[src/rtl/cpl_pkg.sv]
package cpl_pkg;

    typedef enum logic [1:0] {
        CPL_OK      = 2'b00,
        CPL_ABSENT  = 2'b01,
        CPL_EXPIRED = 2'b10
    } cpl_res_e;

    localparam logic [1:0] SZ_BYTE = 2'b00;
    localparam logic [1:0] SZ_HALF = 2'b01;

    localparam int STS_MSB = 47;
    localparam int STS_LSB = 45;
    localparam int STS_W   = STS_MSB - STS_LSB + 1;
    localparam logic [STS_W-1:0] STS_UNSEEN = '1;

    typedef struct packed {
        logic [1:0] size;
        logic [1:0] lane;
    } cpl_req_t;

    function automatic logic [31:0] lane_extract(logic [31:0] word, cpl_req_t req);
        logic [31:0] r;
        case (req.size)
            SZ_BYTE: r = (word >> (8 * req.lane)) & 32'h0000_00FF;
            SZ_HALF: r = (word >> (16 * req.lane[1])) & 32'h0000_FFFF;
            default: r = word;
        endcase
        return r;
    endfunction

endpackage

[src/rtl/cpl_poll_timer.sv]
module cpl_poll_timer #(
    parameter int POLL_CYCLES = 625,
    parameter int POLL_LIMIT  = 500
) (
    input  logic clk,
    input  logic rst,
    input  logic clear,
    input  logic run,
    output logic expire
);
    localparam int CW = (POLL_CYCLES > 1) ? $clog2(POLL_CYCLES) : 1;
    localparam int PW = (POLL_LIMIT > 1) ? $clog2(POLL_LIMIT) : 1;
    localparam logic [CW-1:0] CYC_LAST  = CW'(POLL_CYCLES - 1);
    localparam logic [PW-1:0] POLL_LAST = PW'(POLL_LIMIT - 1);

    logic [CW-1:0] cyc_q;
    logic [PW-1:0] poll_q;
    logic          wrap;

    assign wrap   = (cyc_q == CYC_LAST);
    assign expire = run && wrap && (poll_q == POLL_LAST);

    always_ff @(posedge clk) begin
        if (rst || clear || !run) begin
            cyc_q  <= '0;
            poll_q <= '0;
        end else if (wrap) begin
            cyc_q  <= '0;
            poll_q <= (poll_q == POLL_LAST) ? '0 : poll_q + 1'b1;
        end else begin
            cyc_q <= cyc_q + 1'b1;
        end
    end

    AST_POLL_RANGE: assert property (@(posedge clk) disable iff (rst)
        poll_q <= POLL_LAST) else $error("poll count out of range");

    AST_CYC_RANGE: assert property (@(posedge clk) disable iff (rst)
        cyc_q <= CYC_LAST) else $error("cycle count out of range");

endmodule

[src/rtl/cpl_tracker.sv]
module cpl_tracker
    import cpl_pkg::*;
(
    input  logic              clk,
    input  logic              rst,
    input  logic              arm,
    input  cpl_req_t          arm_req,
    input  logic              valid,
    input  logic              sop,
    input  logic              eop,
    input  logic [STS_W-1:0]  beat_sts,
    input  logic [31:0]       beat_word,
    input  logic              expire,
    output logic              armed,
    output logic              done,
    output cpl_res_e          res,
    output logic [31:0]       word,
    output cpl_req_t          req
);
    logic             armed_q, started_q, done_q;
    logic [STS_W-1:0] sts_q, sts_now;
    cpl_res_e         res_q;
    logic [31:0]      word_q;
    cpl_req_t         req_q;
    logic             take;

    assign take    = armed_q && valid && (sop || eop || started_q);
    assign sts_now = sop ? beat_sts : sts_q;

    always_ff @(posedge clk) begin
        if (rst) begin
            armed_q   <= 1'b0;
            started_q <= 1'b0;
            sts_q     <= STS_UNSEEN;
            done_q    <= 1'b0;
            res_q     <= CPL_OK;
            word_q    <= '0;
            req_q     <= '0;
        end else begin
            done_q <= 1'b0;
            if (arm) begin
                armed_q   <= 1'b1;
                started_q <= 1'b0;
                sts_q     <= STS_UNSEEN;
                req_q     <= arm_req;
            end else if (take && eop) begin
                done_q    <= 1'b1;
                res_q     <= (sts_now == '0) ? CPL_OK : CPL_ABSENT;
                word_q    <= beat_word;
                armed_q   <= 1'b0;
                started_q <= 1'b0;
            end else if (take && sop) begin
                started_q <= 1'b1;
                sts_q     <= beat_sts;
            end else if (armed_q && expire) begin
                done_q  <= 1'b1;
                res_q   <= CPL_EXPIRED;
                armed_q <= 1'b0;
            end
        end
    end

    assign armed = armed_q;
    assign done  = done_q;
    assign res   = res_q;
    assign word  = word_q;
    assign req   = req_q;

    AST_DONE_PULSE: assert property (@(posedge clk) disable iff (rst)
        done_q |=> !done_q) else $error("done longer than one cycle");

    AST_IDLE_DROP: assert property (@(posedge clk) disable iff (rst)
        (!armed_q && !arm) |=> !done_q) else $error("result while idle");

    AST_BAD_STATUS: assert property (@(posedge clk) disable iff (rst)
        (take && eop && !arm && sts_now != '0) |=> (done_q && res_q == CPL_ABSENT))
        else $error("non-zero status not reported");

    AST_ARM_CLEARS: assert property (@(posedge clk) disable iff (rst)
        arm |=> (!started_q && sts_q == STS_UNSEEN)) else $error("arm left state");

endmodule

[src/rtl/cpl_lane_align.sv]
module cpl_lane_align
    import cpl_pkg::*;
(
    input  cpl_res_e    res,
    input  logic [31:0] word,
    input  cpl_req_t    req,
    output logic [31:0] rdata
);
    always_comb begin
        if (res != CPL_OK) rdata = '1;
        else               rdata = lane_extract(word, req);
    end
endmodule

[src/rtl/cpl_receiver.sv]
module cpl_receiver
    import cpl_pkg::*;
#(
    parameter int POLL_CYCLES = 625,
    parameter int POLL_LIMIT  = 500
) (
    input  logic        clk,
    input  logic        rst,
    input  logic        arm_i,
    input  logic [1:0]  arm_size_i,
    input  logic [1:0]  arm_lane_i,
    input  logic        beat_valid_i,
    input  logic        beat_sop_i,
    input  logic        beat_eop_i,
    input  logic [63:0] beat_data_i,
    output logic        done_o,
    output logic [1:0]  status_o,
    output logic [31:0] rdata_o
);
    logic        armed, expire, done;
    cpl_res_e    res;
    logic [31:0] word;
    cpl_req_t    req, arm_req;
    logic        unused_bits;

    assign unused_bits = ^{beat_data_i[63:STS_MSB+1], beat_data_i[STS_LSB-1:32]};
    assign arm_req     = '{size: arm_size_i, lane: arm_lane_i};

    cpl_poll_timer #(
        .POLL_CYCLES (POLL_CYCLES),
        .POLL_LIMIT  (POLL_LIMIT)
    ) u_timer (
        .clk    (clk),
        .rst    (rst),
        .clear  (arm_i),
        .run    (armed),
        .expire (expire)
    );

    cpl_tracker u_track (
        .clk       (clk),
        .rst       (rst),
        .arm       (arm_i),
        .arm_req   (arm_req),
        .valid     (beat_valid_i),
        .sop       (beat_sop_i),
        .eop       (beat_eop_i),
        .beat_sts  (beat_data_i[STS_MSB:STS_LSB]),
        .beat_word (beat_data_i[31:0]),
        .expire    (expire),
        .armed     (armed),
        .done      (done),
        .res       (res),
        .word      (word),
        .req       (req)
    );

    cpl_lane_align u_align (
        .res   (res),
        .word  (word),
        .req   (req),
        .rdata (rdata_o)
    );

    assign done_o   = done;
    assign status_o = res;

    AST_FAIL_ONES: assert property (@(posedge clk) disable iff (rst)
        (done_o && status_o != CPL_OK) |-> rdata_o == 32'hFFFF_FFFF)
        else $error("failure value not all ones");

    AST_BYTE_NARROW: assert property (@(posedge clk) disable iff (rst)
        (done_o && status_o == CPL_OK && req.size == SZ_BYTE) |-> rdata_o[31:8] == '0)
        else $error("byte read too wide");

    AST_HALF_NARROW: assert property (@(posedge clk) disable iff (rst)
        (done_o && status_o == CPL_OK && req.size == SZ_HALF) |-> rdata_o[31:16] == '0)
        else $error("half read too wide");

    AST_TIMEOUT_ONLY_ARMED: assert property (@(posedge clk) disable iff (rst)
        (done_o && status_o == CPL_EXPIRED) |-> $past(armed))
        else $error("timeout without wait");

endmodule

[config.mk]
export PLATFORM = sky130hd
export DESIGN_NAME = cpl_receiver
export DESIGN_NICKNAME = d
export VERILOG_FILES = /design/src/rtl/cpl_pkg.sv /design/src/rtl/cpl_poll_timer.sv /design/src/rtl/cpl_tracker.sv /design/src/rtl/cpl_lane_align.sv /design/src/rtl/cpl_receiver.sv
export SDC_FILE = /design/constraint.sdc
export NUM_CORES = 1
export LEC_CHECK = 0
export ABC_AREA = 1
export BUFFER_PORTS_ARGS = -buffer_cell sky130_fd_sc_hd__buf_2
export CORE_ASPECT_RATIO = 0.75
export CORE_MARGIN = 4
export CORE_UTILIZATION = 51
export DETAILED_ROUTE_END_ITERATION = 8
export GPL_ROUTABILITY_DRIVEN = 1
export GPL_TIMING_DRIVEN = 0
export PLACE_DENSITY = 0.89
export SLEW_MARGIN = 25
export SYNTH_ARGS = -nofsm -noshare
export SYNTH_HDL_FRONTEND = slang
export SYNTH_HIERARCHICAL = 1
export SYNTH_SLANG_ARGS = --single-unit
[constraint.sdc]
create_clock -name clk -period 1.7 [get_ports clk]
set_clock_uncertainty 0.1 [all_clocks]
set_input_delay 0.085 -clock clk [delete_from_list [all_inputs] [get_ports clk]]
set_output_delay 0.085 -clock clk [all_outputs]
set_load 0.005 [all_outputs]
==> results.toml, run 1 <==
[layout]
diodes = 0
mostFrequentLayoutCell = "nand2_1"
final_cell_mix = "187 x nand2_1, 85 x buf_2, 54 x dfxtp_1"
final_core_util_pct = 76.2
drive_gt1_share_pct = 24.9
num-nets-final = 722
area_growth_pct = 39.8

[floorplan]
io_pins = 109
fp.dieH_um = 77.4
dieArea_um2 = 7780
dieWidth_um = 101
fp.coreArea_um2 = 6010
initial_core_util_pct = 54.5
rows = 24

[timing]
maxSlewViolCount = 0
layout_setup_ws_ns = -0.0556
setup_viol = 1
fin_crit_ns = 1.76
rsz0062_at_grt = "yes"
worstMarginPinSlew_ns = 0.578
clock.fmax_mhz = 570
slew_headroom_pct = 61.5
finalCritPeriodShare_pct = 103
finalHoldViolCount = 0

[global_route]
grt-ovfl-total = 0
gr-usage-all-layers_pct = 25.1
grt_pass1_wl_um = 15800
grt_start_max_net_pins = 12
grt_antenna_before_repair = 0
grt_pass1_vias = 3437

[power]
pwr_density_cell_nw_per_um2 = 761
p_seq_share_pct = 43.6
p_total_w = 0.00348
combPwrFrac_pct = 10.6
switching_share_pct = 22.8
leakagePower_nw = 2.01
clock_power_share_pct = 45.8
switching_power_w = 0.000795
p_int_w = 0.00269
ir_drop_uv = 498

[drt]
drt-total-wl_um = 10200
vias_per_cell = 5.29
wire_per_inst_um = 14.0
dr.pass1.iters = 6
via_count = 3852
drt.antenna.violating_nets = 0
first_iter_violations = 366
drc = 0

[setup_path]
worstPathArrival_ns = 1.87
cp_max_fo = 4
crit_type = "flop to flop"
r2r_cells = 11
rr_startpoint = "u_timer/cyc_q[1]"
rr_endpoint = "u_track/res[0]"
worstSetupStartpointType = "flop"
crit_required_ns = 1.81
path_delay_family = "simple AND/OR/NAND/NOR gates"
r2r_slack_ns = -0.06
cp_slowest_cell = "dfxtp_2"
cp-end-kind = "flop"
slowest_delay_ns = 0.33
worstPathCellList = "inv_2 > ha_4 > inv_2 > nor2_4 > nand3_2 > nor2_4 > nand2_2 > nor2_1 > nand4_1 > nand3_1 > a21oi_2"
worst-path-buf-inv = 2

[clocking]
cts.clk_slew.worst_paths_ns = 0.07
numCtsBuffers = 9
clk_latency_ns = 0.34
cts_tree = "built"
cts-htree-levels = 3
ctsRootBufferMaster = "clkbuf_8"
clkSinkCount = 63
clk_path_buf_depth = 2

[yosys]
synth.largest_area_cell = "dfxtp_1"
synth_top_area_share_pct = 38.5
netlist_top_cells_area = "dfxtp_1 39%, nand2_1 22%, a21oi_1 6.1%"
netlist_instances = 507
syn_avg_cell_area_um2 = 6.46
ys_ff_latch = 63
syn_area_um2 = 3270
ys_types = 28
synth_fp_nets = 584
yosysSeqAreaShare_pct = 38.5
synth_warnings = 6

[min_path]
min_path_cells = 3
holdPathEnd = "u_track/req[0]"
min_from = "arm_i"
min_path_type = "input port to flop"

[job]
maxCapViolCount = 0

[placed_design]
port_buffers = 79
gp_congestion = 0.953
dp_hpwl_um = 6860
post-place-ws_ns = -0.140

[run_status]
violations = "setup timing"
run_status = "complete, but fails checks"
## worst max path at each step
stage	depth (start not counted)	to	startpoint	slack, ns
5_1_grt	11	u_track/res[0]	u_timer/cyc_q[1]	-0.13
2_1_floorplan	11	u_track/res[0]	u_timer/cyc_q[0]	0.12
3_3_place_gp	11	u_track/res[0]	u_timer/cyc_q[0]	-0.06
6_report	11	u_track/res[0]	u_timer/cyc_q[1]	-0.06
4_1_cts	11	u_track/res[0]	u_timer/cyc_q[1]	-0.003
3_5_place_dp	11	u_track/res[0]	u_timer/cyc_q[0]	-0.14
## flip-flops by register name (all words and copies together) (netlist names)
name               count
u_timer/cyc_q         10
u_track/sts_q          3
u_track/done           1
u_track/armed          1
u_track/word          32
u_track/res            2
u_timer/poll_q         9
u_track/req            4
u_track/started_q      1
## area by class of cell
class | count | area, µm²
fillers | 400 | 1430
inverters | 50 | 194
clock buffers | 11 | 141
clock inverters | 5 | 105
repair inverters | 1 | 7.51
multi-input cells | 374 | 1770
flip-flops and latches | 63 | 1280
repair buffers | 126 | 846
well taps | 78 | 97.6
plain buffers | 20 | 138
## per-layer routing
layer	share of wire, %	GRT usage (%)	vias to the layer above
met5	0	0	-
met4	3.3	8.08	0
met3	10	6.99	38
met2	45	40.5	247
met1	41	32.6	1700
li1	-	-	1867
## through the flow
step | setup TNS, ns | hold WS, ns | instances | cell area, µm²
2_1_floorplan | 0 | 0.111 | 507 | 3270
3_3_place_gp | -0.0624 | 0.226 | 664 | 3770
3_5_place_dp | -0.332 | 0.222 | 664 | 3770
4_1_cts | -0.00271 | 0.0272 | 723 | 4460
5_1_grt | -0.290 | 0.0553 | 728 | 4580
6_report | -0.0556 | 0.0576 | 728 | 4580
## logic make-up after synthesis
| group | after synthesis | synth area share, % |
|---|---|---|
| buf+inv | 70 | 9.37 |
| xor+xnor | 5 | 1.34 |
| flops | 63 | 38.5 |
| fa+ha+maj | 3 | 1.15 |
| compound gates | 78 | 12.6 |
| simple gates | 288 | 37.0 |
## worst register-to-register path, cell delays in order (launching register included)
cell	delay, ns
dfxtp_2	0.33
inv_2	0.06
ha_4	0.13
inv_2	0.05
nor2_4	0.10
nand3_2	0.10
nor2_4	0.12
nand2_2	0.07
nor2_1	0.13
nand4_1	0.22
nand3_1	0.17
a21oi_2	0.06
## synth_stat cells
master / n
nand3_2: 2
ha_1: 3
nand2_2: 2
or2_2: 2
nand3b_1: 7
inv_1: 47
buf_4: 7
o21ai_0: 32
nor2_4: 3
o211ai_1: 2
xor2_1: 4
clkbuf_1: 4
o21ai_2: 2
dfxtp_1: 63
a21oi_2: 1
xnor2_1: 1
nor2_2: 6
nand4_2: 1
inv_2: 3
buf_2: 8
nand2_1: 189
o21bai_2: 1
buf_6: 1
nor3_1: 4
nand4_1: 1
nand3_1: 22
nor2_1: 49
a21oi_1: 40
## power by group through the flow
| stage | Sequential [W] | Combinational (W) | Clock (W) |
|---|---|---|---|
| 2_1_floorplan | 0.00154 | 0.000141 | 0 |
| 3_3_place_gp | 0.00155 | 0.000252 | 0 |
| 3_5_place_dp | 0.00155 | 0.000260 | 0 |
| 4_1_cts | 0.00152 | 0.000336 | 0.00160 |
| 5_1_grt | 0.00152 | 0.000403 | 0.00168 |
| 6_report | 0.00152 | 0.000370 | 0.00159 |
## timing repair
item / in CTS / in global routing
buffers inserted: 3 / 3
resized for setup: 12 / 30
setup endpoints to repair: 11 / 29
pin swaps: 2 / 10
hold buffers: 40 / 0
cloned: 0 / 2
hold endpoints to repair: 39 / 0
Power figures use the tool's default switching activity.
==> run 2, diff against run 1 <==
--- a/config.mk
+++ b/config.mk
@@ -5,15 +5,14 @@
 export SDC_FILE = /design/constraint.sdc
 export NUM_CORES = 1
 export LEC_CHECK = 0
-export ABC_AREA = 1
 export BUFFER_PORTS_ARGS = -buffer_cell sky130_fd_sc_hd__buf_2
 export CORE_ASPECT_RATIO = 0.75
 export CORE_MARGIN = 4
-export CORE_UTILIZATION = 51
+export CORE_UTILIZATION = 50
 export DETAILED_ROUTE_END_ITERATION = 8
 export GPL_ROUTABILITY_DRIVEN = 1
 export GPL_TIMING_DRIVEN = 0
-export PLACE_DENSITY = 0.89
+export PLACE_DENSITY = 0.85
 export SLEW_MARGIN = 25
 export SYNTH_ARGS = -nofsm -noshare
 export SYNTH_HDL_FRONTEND = slang
==> constraint.sdc (replaced) <==
create_clock -name clk -period 1.7 [get_ports clk]
set_clock_uncertainty 0.1 [all_clocks]
set_input_delay 0.17 -clock clk [delete_from_list [all_inputs] [get_ports clk]]
set_output_delay 0.17 -clock clk [all_outputs]
set_load 0.005 [all_outputs]
==> run 2 against run 1 <==
  * The flow still finishes with violations (setup timing)
  * Hold slack worse by 0.031 ns
  * Fmax is 14% lower
  * Sequential cell count down 1
  * Critical path type unchanged
  * Largest power group is now sequential cells
==> results.toml, run 2 <==
[run_status]
run_status = "complete, but fails checks"
violations = "setup timing"

[yosys]
synth_top_area_share_pct = 39.8
synth_most_common_cell = "nand2_1"
synth_flop_cell = "dfxtp_1"
synth.largest_area_cell = "dfxtp_1"
synthArstFlopShare_pct = 0
ys_types = 47
synth_warnings = 6
syn_avg_cell_area_um2 = 8.17
synth_edf_count = 0
netlist_top_cells_area = "dfxtp_1 40%, nand2_1 13%, a21oi_1 6.9%"
yosys-top-cells-count = "107 x nand2_1, 62 x dfxtp_1, 43 x a21oi_1"
yosysSeqAreaShare_pct = 39.8
synth_fp_nets = 459
netlist_instances = 382
syn_area_um2 = 3120
ys_ff_latch = 62

[floorplan]
rows = 24
io_pins = 109
dieArea_um2 = 7580
initial_core_util_pct = 52.7
fp.coreArea_um2 = 5920
dieWidth_um = 99.2
fp.dieH_um = 76.4

[layout]
mostFrequentLayoutCell = "nand2_1"
stdcell_count = 610
area_growth_pct = 42.8
largest_reg_flops = 32
num-nets-final = 605
final_cell_mix = "107 x nand2_1, 81 x buf_2, 56 x dfxtp_1"
fillCellCount = 368
drive_gt1_share_pct = 31.6
final_area_um2 = 4450

[min_path]
min_path_type = "input port to flop"
min_from = "beat_data_i[31]"

[timing]
fin_crit_ns = 2.03
hold_ws_ns = 0.0270
setup_viol = 38
rsz0062_at_grt = "yes"
slew_headroom_pct = 60.2
finalCritPeriodShare_pct = 120
layout_setup_ws_ns = -0.335
maxSlewViolCount = 0
worstMarginPinSlew_ns = 0.597
finalHoldViolCount = 0
clock.fmax_mhz = 491

[global_route]
grt_pass1_vias = 3354
grt_pass1_wl_um = 16200
grt_start_max_net_pins = 11
gr-usage-all-layers_pct = 26.9
grt_antenna_before_repair = 1
grt-ovfl-total = 0

[clocking]
numCtsBuffers = 9
ctsRootBufferMaster = "clkbuf_8"
clk_latency_ns = 0.35
cts.clk_slew.worst_paths_ns = 0.06
cts-htree-levels = 3
clk_path_buf_depth = 2
clkSinkCount = 62
cts_tree = "built"

[placed_design]
gp_congestion = 0.925
port_buffers = 78
dp_hpwl_um = 6260
place_area_um2 = 3630
post-place-ws_ns = -0.392
dp_cells = 538

[drt]
vias_per_cell = 5.65
drc = 0
first_iter_violations = 445
wire_per_inst_um = 17.1
drt-total-wl_um = 10400
via_count = 3445
drt.antenna.violating_nets = 0
dr.pass1.iters = 5

[setup_path]
rr_startpoint = "u_timer/cyc_q[1]"
critPathLaunch = "u_timer/cyc_q[1]"
worstSetupStartpointType = "flop"
crit_type = "flop to flop"
worstPathArrival_ns = 2.21
crit_required_ns = 1.88
cp-end-kind = "flop"
cp_max_fo = 4

[job]
maxCapViolCount = 0

[power]
leakagePower_nw = 1.95
pwr_density_cell_nw_per_um2 = 668
ir_drop_uv = 426
[run 2: cell count changes in the layout (fill, tap and decap cells not counted), moves of 6 or more]
cell / previous run / this run
a221o_1: 0 / 8
buf_4: 13 / 22
inv_1: 41 / 5
inv_2: 7 / 0
mux2_4: 0 / 7
mux2i_1: 0 / 16
nand2_1: 187 / 107
nand2b_4: 0 / 7
nand3_1: 22 / 7
nand3b_1: 7 / 0
nor2_1: 48 / 24
nor2_4: 7 / 1
o21ai_0: 28 / 1
xnor2_1: 1 / 7
[run 2: final timing paths]
| check | slack, ns | cells after the start | to |
|---|---|---|---|
| worst max register to register | -0.33 | 6 | u_timer/poll_q[8] |
| worst max-delay path | -0.33 | 6 | u_timer/poll_q[8] |
| worst min register to register | 0.37 | 2 | u_track/word[7] |
| worst min-delay path | 0.03 | 3 | u_track/word[31] |
[run 2: area by class of cell]
class | instances | area (µm²) | share of cell area [%]
clock buffer | 12 | 145 | 3.26
inverter | 5 | 18.8 | 0.421
clock inverter | 2 | 10.0 | 0.225
buffer | 21 | 143 | 3.20
sequential | 62 | 1250 | 28.1
timing repair buffer | 137 | 940 | 21.1
multi-input combinational | 292 | 1850 | 41.5
tap | 78 | 97.6 | 2.19
antenna | 1 | 2.50 | 0.0562
[run 2: timing repair]
item | in CTS | in global routing
gates cloned | 1 | 1
endpoints found under the hold margin | 38 | 0
pin swaps | 14 | 4
setup endpoints to repair | 53 | 49
setup buffers | 16 | 4
gates resized for setup | 35 | 12
hold buffers | 38 | 0
[run 2: cells by family (layout without fill, tap and decap cells)]
kind of cell	Yosys count	in the layout	share of synthesized area (%)
simple gates	183	184	28.9
compound gates	69	69	13.6
flops	62	62	39.8
buf+inv	29	177	5.13
mux	23	23	7.66
xor+xnor	13	13	3.65
fa+ha+maj	3	3	1.20
other cells	0	1	0
[run 2: metal layers]
| layer | up-vias | share of wire (%) | GRT usage (%) |
|---|---|---|---|
| met5 | - | 0 | 0 |
| met1 | 1578 | 40 | 32.5 |
| met3 | 43 | 8.8 | 7.50 |
| met2 | 218 | 47 | 43.7 |
| li1 | 1606 | - | - |
| met4 | 0 | 3.8 | 13.5 |
[run 2: critical path, cell delays in order (launching register included)]
cell and delay (ns):
dfxtp_2 0.32, inv_1 0.05, ha_1 0.16, or3b_4 0.44, or4_4 0.46, or3_1 0.32
a21oi_1 0.13
[run 2: metrics by stage]
stage               power [W]  setup TNS, ns  utilization [%]
floorplan             0.00168          -1.64                -
global placement      0.00180          -3.12             61.4
detailed placement    0.00181          -3.86             61.4
CTS                   0.00296          -5.96             74.2
global route          0.00309          -8.80             75.3
finish                0.00298          -6.76             75.3
[run 2: power breakdown]
part	switching [W]	internal (W)	total, W
clock	0.000524	0.000548	0.00107
combinational	0.000189	0.000219	0.000407
sequential	0.0000223	0.00148	0.00150
==> run 3, diff against run 2 <==
--- a/config.mk
+++ b/config.mk
@@ -8,11 +8,12 @@
 export BUFFER_PORTS_ARGS = -buffer_cell sky130_fd_sc_hd__buf_2
 export CORE_ASPECT_RATIO = 0.75
 export CORE_MARGIN = 4
-export CORE_UTILIZATION = 50
+export CORE_UTILIZATION = 52
+export CTS_BUF_LIST = sky130_fd_sc_hd__clkbuf_4 sky130_fd_sc_hd__clkbuf_8
 export DETAILED_ROUTE_END_ITERATION = 8
 export GPL_ROUTABILITY_DRIVEN = 1
 export GPL_TIMING_DRIVEN = 0
-export PLACE_DENSITY = 0.85
+export PLACE_DENSITY = 0.88
 export SLEW_MARGIN = 25
 export SYNTH_ARGS = -nofsm -noshare
 export SYNTH_HDL_FRONTEND = slang
==> constraint.sdc (replaced) <==
create_clock -name clk -period 1.7 [get_ports clk]
set_clock_uncertainty 0.1 [all_clocks]
set_input_delay 0.17 -clock clk [delete_from_list [all_inputs] [get_ports clk]]
set_output_delay 0.17 -clock clk [all_outputs]
set_load 0.05 [all_outputs]
==> run 3 against run 2 <==
  * The run ends with hold timing, setup timing left
  * Sequential cell count did not move
  * Critical path depth fell by 1
  * Die area fell by 3.5%
  * Highest routed layer unchanged
  * Sequential share of layout area fell by 1.2 points
==> results.toml, run 3 (synthesized netlist as in run 2, its figures left out) <==
[setup_path]
cp_max_fo = 10
cp-end-kind = "output port"
r2r_cells = 8
rr_startpoint = "u_timer/cyc_q[1]"
critPathLaunch = "u_track/res[1]"
r2r_slack_ns = -0.41
cp-endpoint = "rdata_o[6]"
crit_required_ns = 1.43
crit_type = "flop to output port"
rr_endpoint = "u_track/armed"
worstSetupStartpointType = "flop"
worstPathArrival_ns = 1.85

[floorplan]
fp.dieH_um = 75.1
fp.coreArea_um2 = 5830
dieWidth_um = 97.4
initial_core_util_pct = 53.5
io_pins = 109
dieArea_um2 = 7310
rows = 24

[clocking]
cts.clk_slew.worst_paths_ns = 0.07
clk_latency_ns = 0.34
clkSinkCount = 62
ctsRootBufferMaster = "clkbuf_8"
cts-htree-levels = 3
cts_tree = "built"
clk_path_buf_depth = 2
numCtsBuffers = 9

[power]
pwr_density_cell_nw_per_um2 = 692
leakagePower_nw = 1.96
ir_drop_uv = 435

[placed_design]
dp_hpwl_um = 6300
place_area_um2 = 3650
gp_congestion = 0.878
port_buffers = 78
post-place-ws_ns = -0.415

[layout]
num-nets-final = 600
fillCellCount = 328
mostFrequentLayoutCell = "nand2_1"
final_core_util_pct = 80.6
area_growth_pct = 50.6
largest_reg_flops = 32
drive_gt1_share_pct = 35.7
final_area_um2 = 4700
final_cell_mix = "107 x nand2_1, 54 x dfxtp_1, 48 x buf_2"

[min_path]
min_path_type = "input port to flop"
min_from = "arm_lane_i[1]"

[drt]
wire_per_inst_um = 21.7
drt-total-wl_um = 13200
dr.pass1.iters = 8
via_count = 3810
vias_per_cell = 6.29
drt.antenna.violating_nets = 0
drc = 0
first_iter_violations = 563

[global_route]
grt_pass1_wl_um = 17200
grt_antenna_before_repair = 0
grt_start_max_net_pins = 11
gr-usage-all-layers_pct = 30.4
grt_pass1_vias = 3512
grt-ovfl-total = 0

[timing]
worstMarginPinSlew_ns = 0.692
fin_crit_ns = 2.12
fin_setup_tns_ns = -9.24
hold_ws_ns = -0.0216
finalCritPeriodShare_pct = 125
maxSlewViolCount = 0
layout_setup_ws_ns = -0.418
setup_viol = 41
slew_headroom_pct = 53.9
rsz0062_at_grt = "yes"
clock.fmax_mhz = 472
finalHoldViolCount = 1

[run_status]
violations = "hold timing, setup timing"
run_status = "complete, but fails checks"

[job]
maxCapViolCount = 0
-- run 3: worst max-delay path, stage by stage (launching register included) --
cell,delay (ns)
dfxtp_4,0.37
or2_4,0.31
buf_6,0.17
a21oi_1,0.23
o211ai_1,0.19
buf_4,0.23
-- run 3: what timing repair did --
action                                  CTS  global route
gates resized for setup                  67            58
pin swaps                                12            24
setup buffers                            10             6
endpoints found under the setup margin   53            54
hold buffers                             37             0
gates cloned                              1             1
endpoints found under the hold margin    37             0
-- run 3: how the worst min path moves through the flow --
stage | slack [ns] | cells after the start | end
finish | -0.02 | 3 | u_track/req[1]
global route | -0.0008 | 3 | u_track/req[1]
CTS | 0.003 | 3 | u_track/word[30]
detailed placement | 0.32 | 3 | u_track/sts_q[0]
global placement | 0.30 | 3 | u_track/sts_q[0]
floorplan | 0.18 | 2 | u_track/sts_q[0]
-- run 3: power by group --
| group | switching, W | internal, W |
|---|---|---|
| clock network | 0.000563 | 0.000629 |
| registers | 0.0000242 | 0.00147 |
| logic | 0.000319 | 0.000243 |
-- run 3: layout make-up --
cell class | instances | area [µm²] | share of cell area [%]
repair buffers | 132 | 1040 | 22.1
multi-input cells | 292 | 1950 | 41.6
diodes | 1 | 2.50 | 0.0533
well taps | 78 | 97.6 | 2.08
clock buffers | 13 | 166 | 3.54
clock inverters | 2 | 10.0 | 0.213
flip-flops and latches | 62 | 1260 | 26.8
plain buffers | 21 | 151 | 3.22
inverters | 5 | 18.8 | 0.399
-- run 3: routing by layer --
layer  global-route usage, %  vias to the layer above  share of wire (%)
met5                       0                        -                  0
met4                    19.7                        0                8.4
met3                    7.96                      128                 11
met2                    51.9                      372                 45
met1                    34.7                     1721                 35
li1                        -                     1589                  -
-- run 3: metrics by stage --
stage | total power [W] | instances
2_1_floorplan | 0.00178 | 382
3_3_place_gp | 0.00190 | 538
3_5_place_dp | 0.00190 | 538
4_1_cts | 0.00318 | 598
5_1_grt | 0.00333 | 605
6_report | 0.00325 | 606
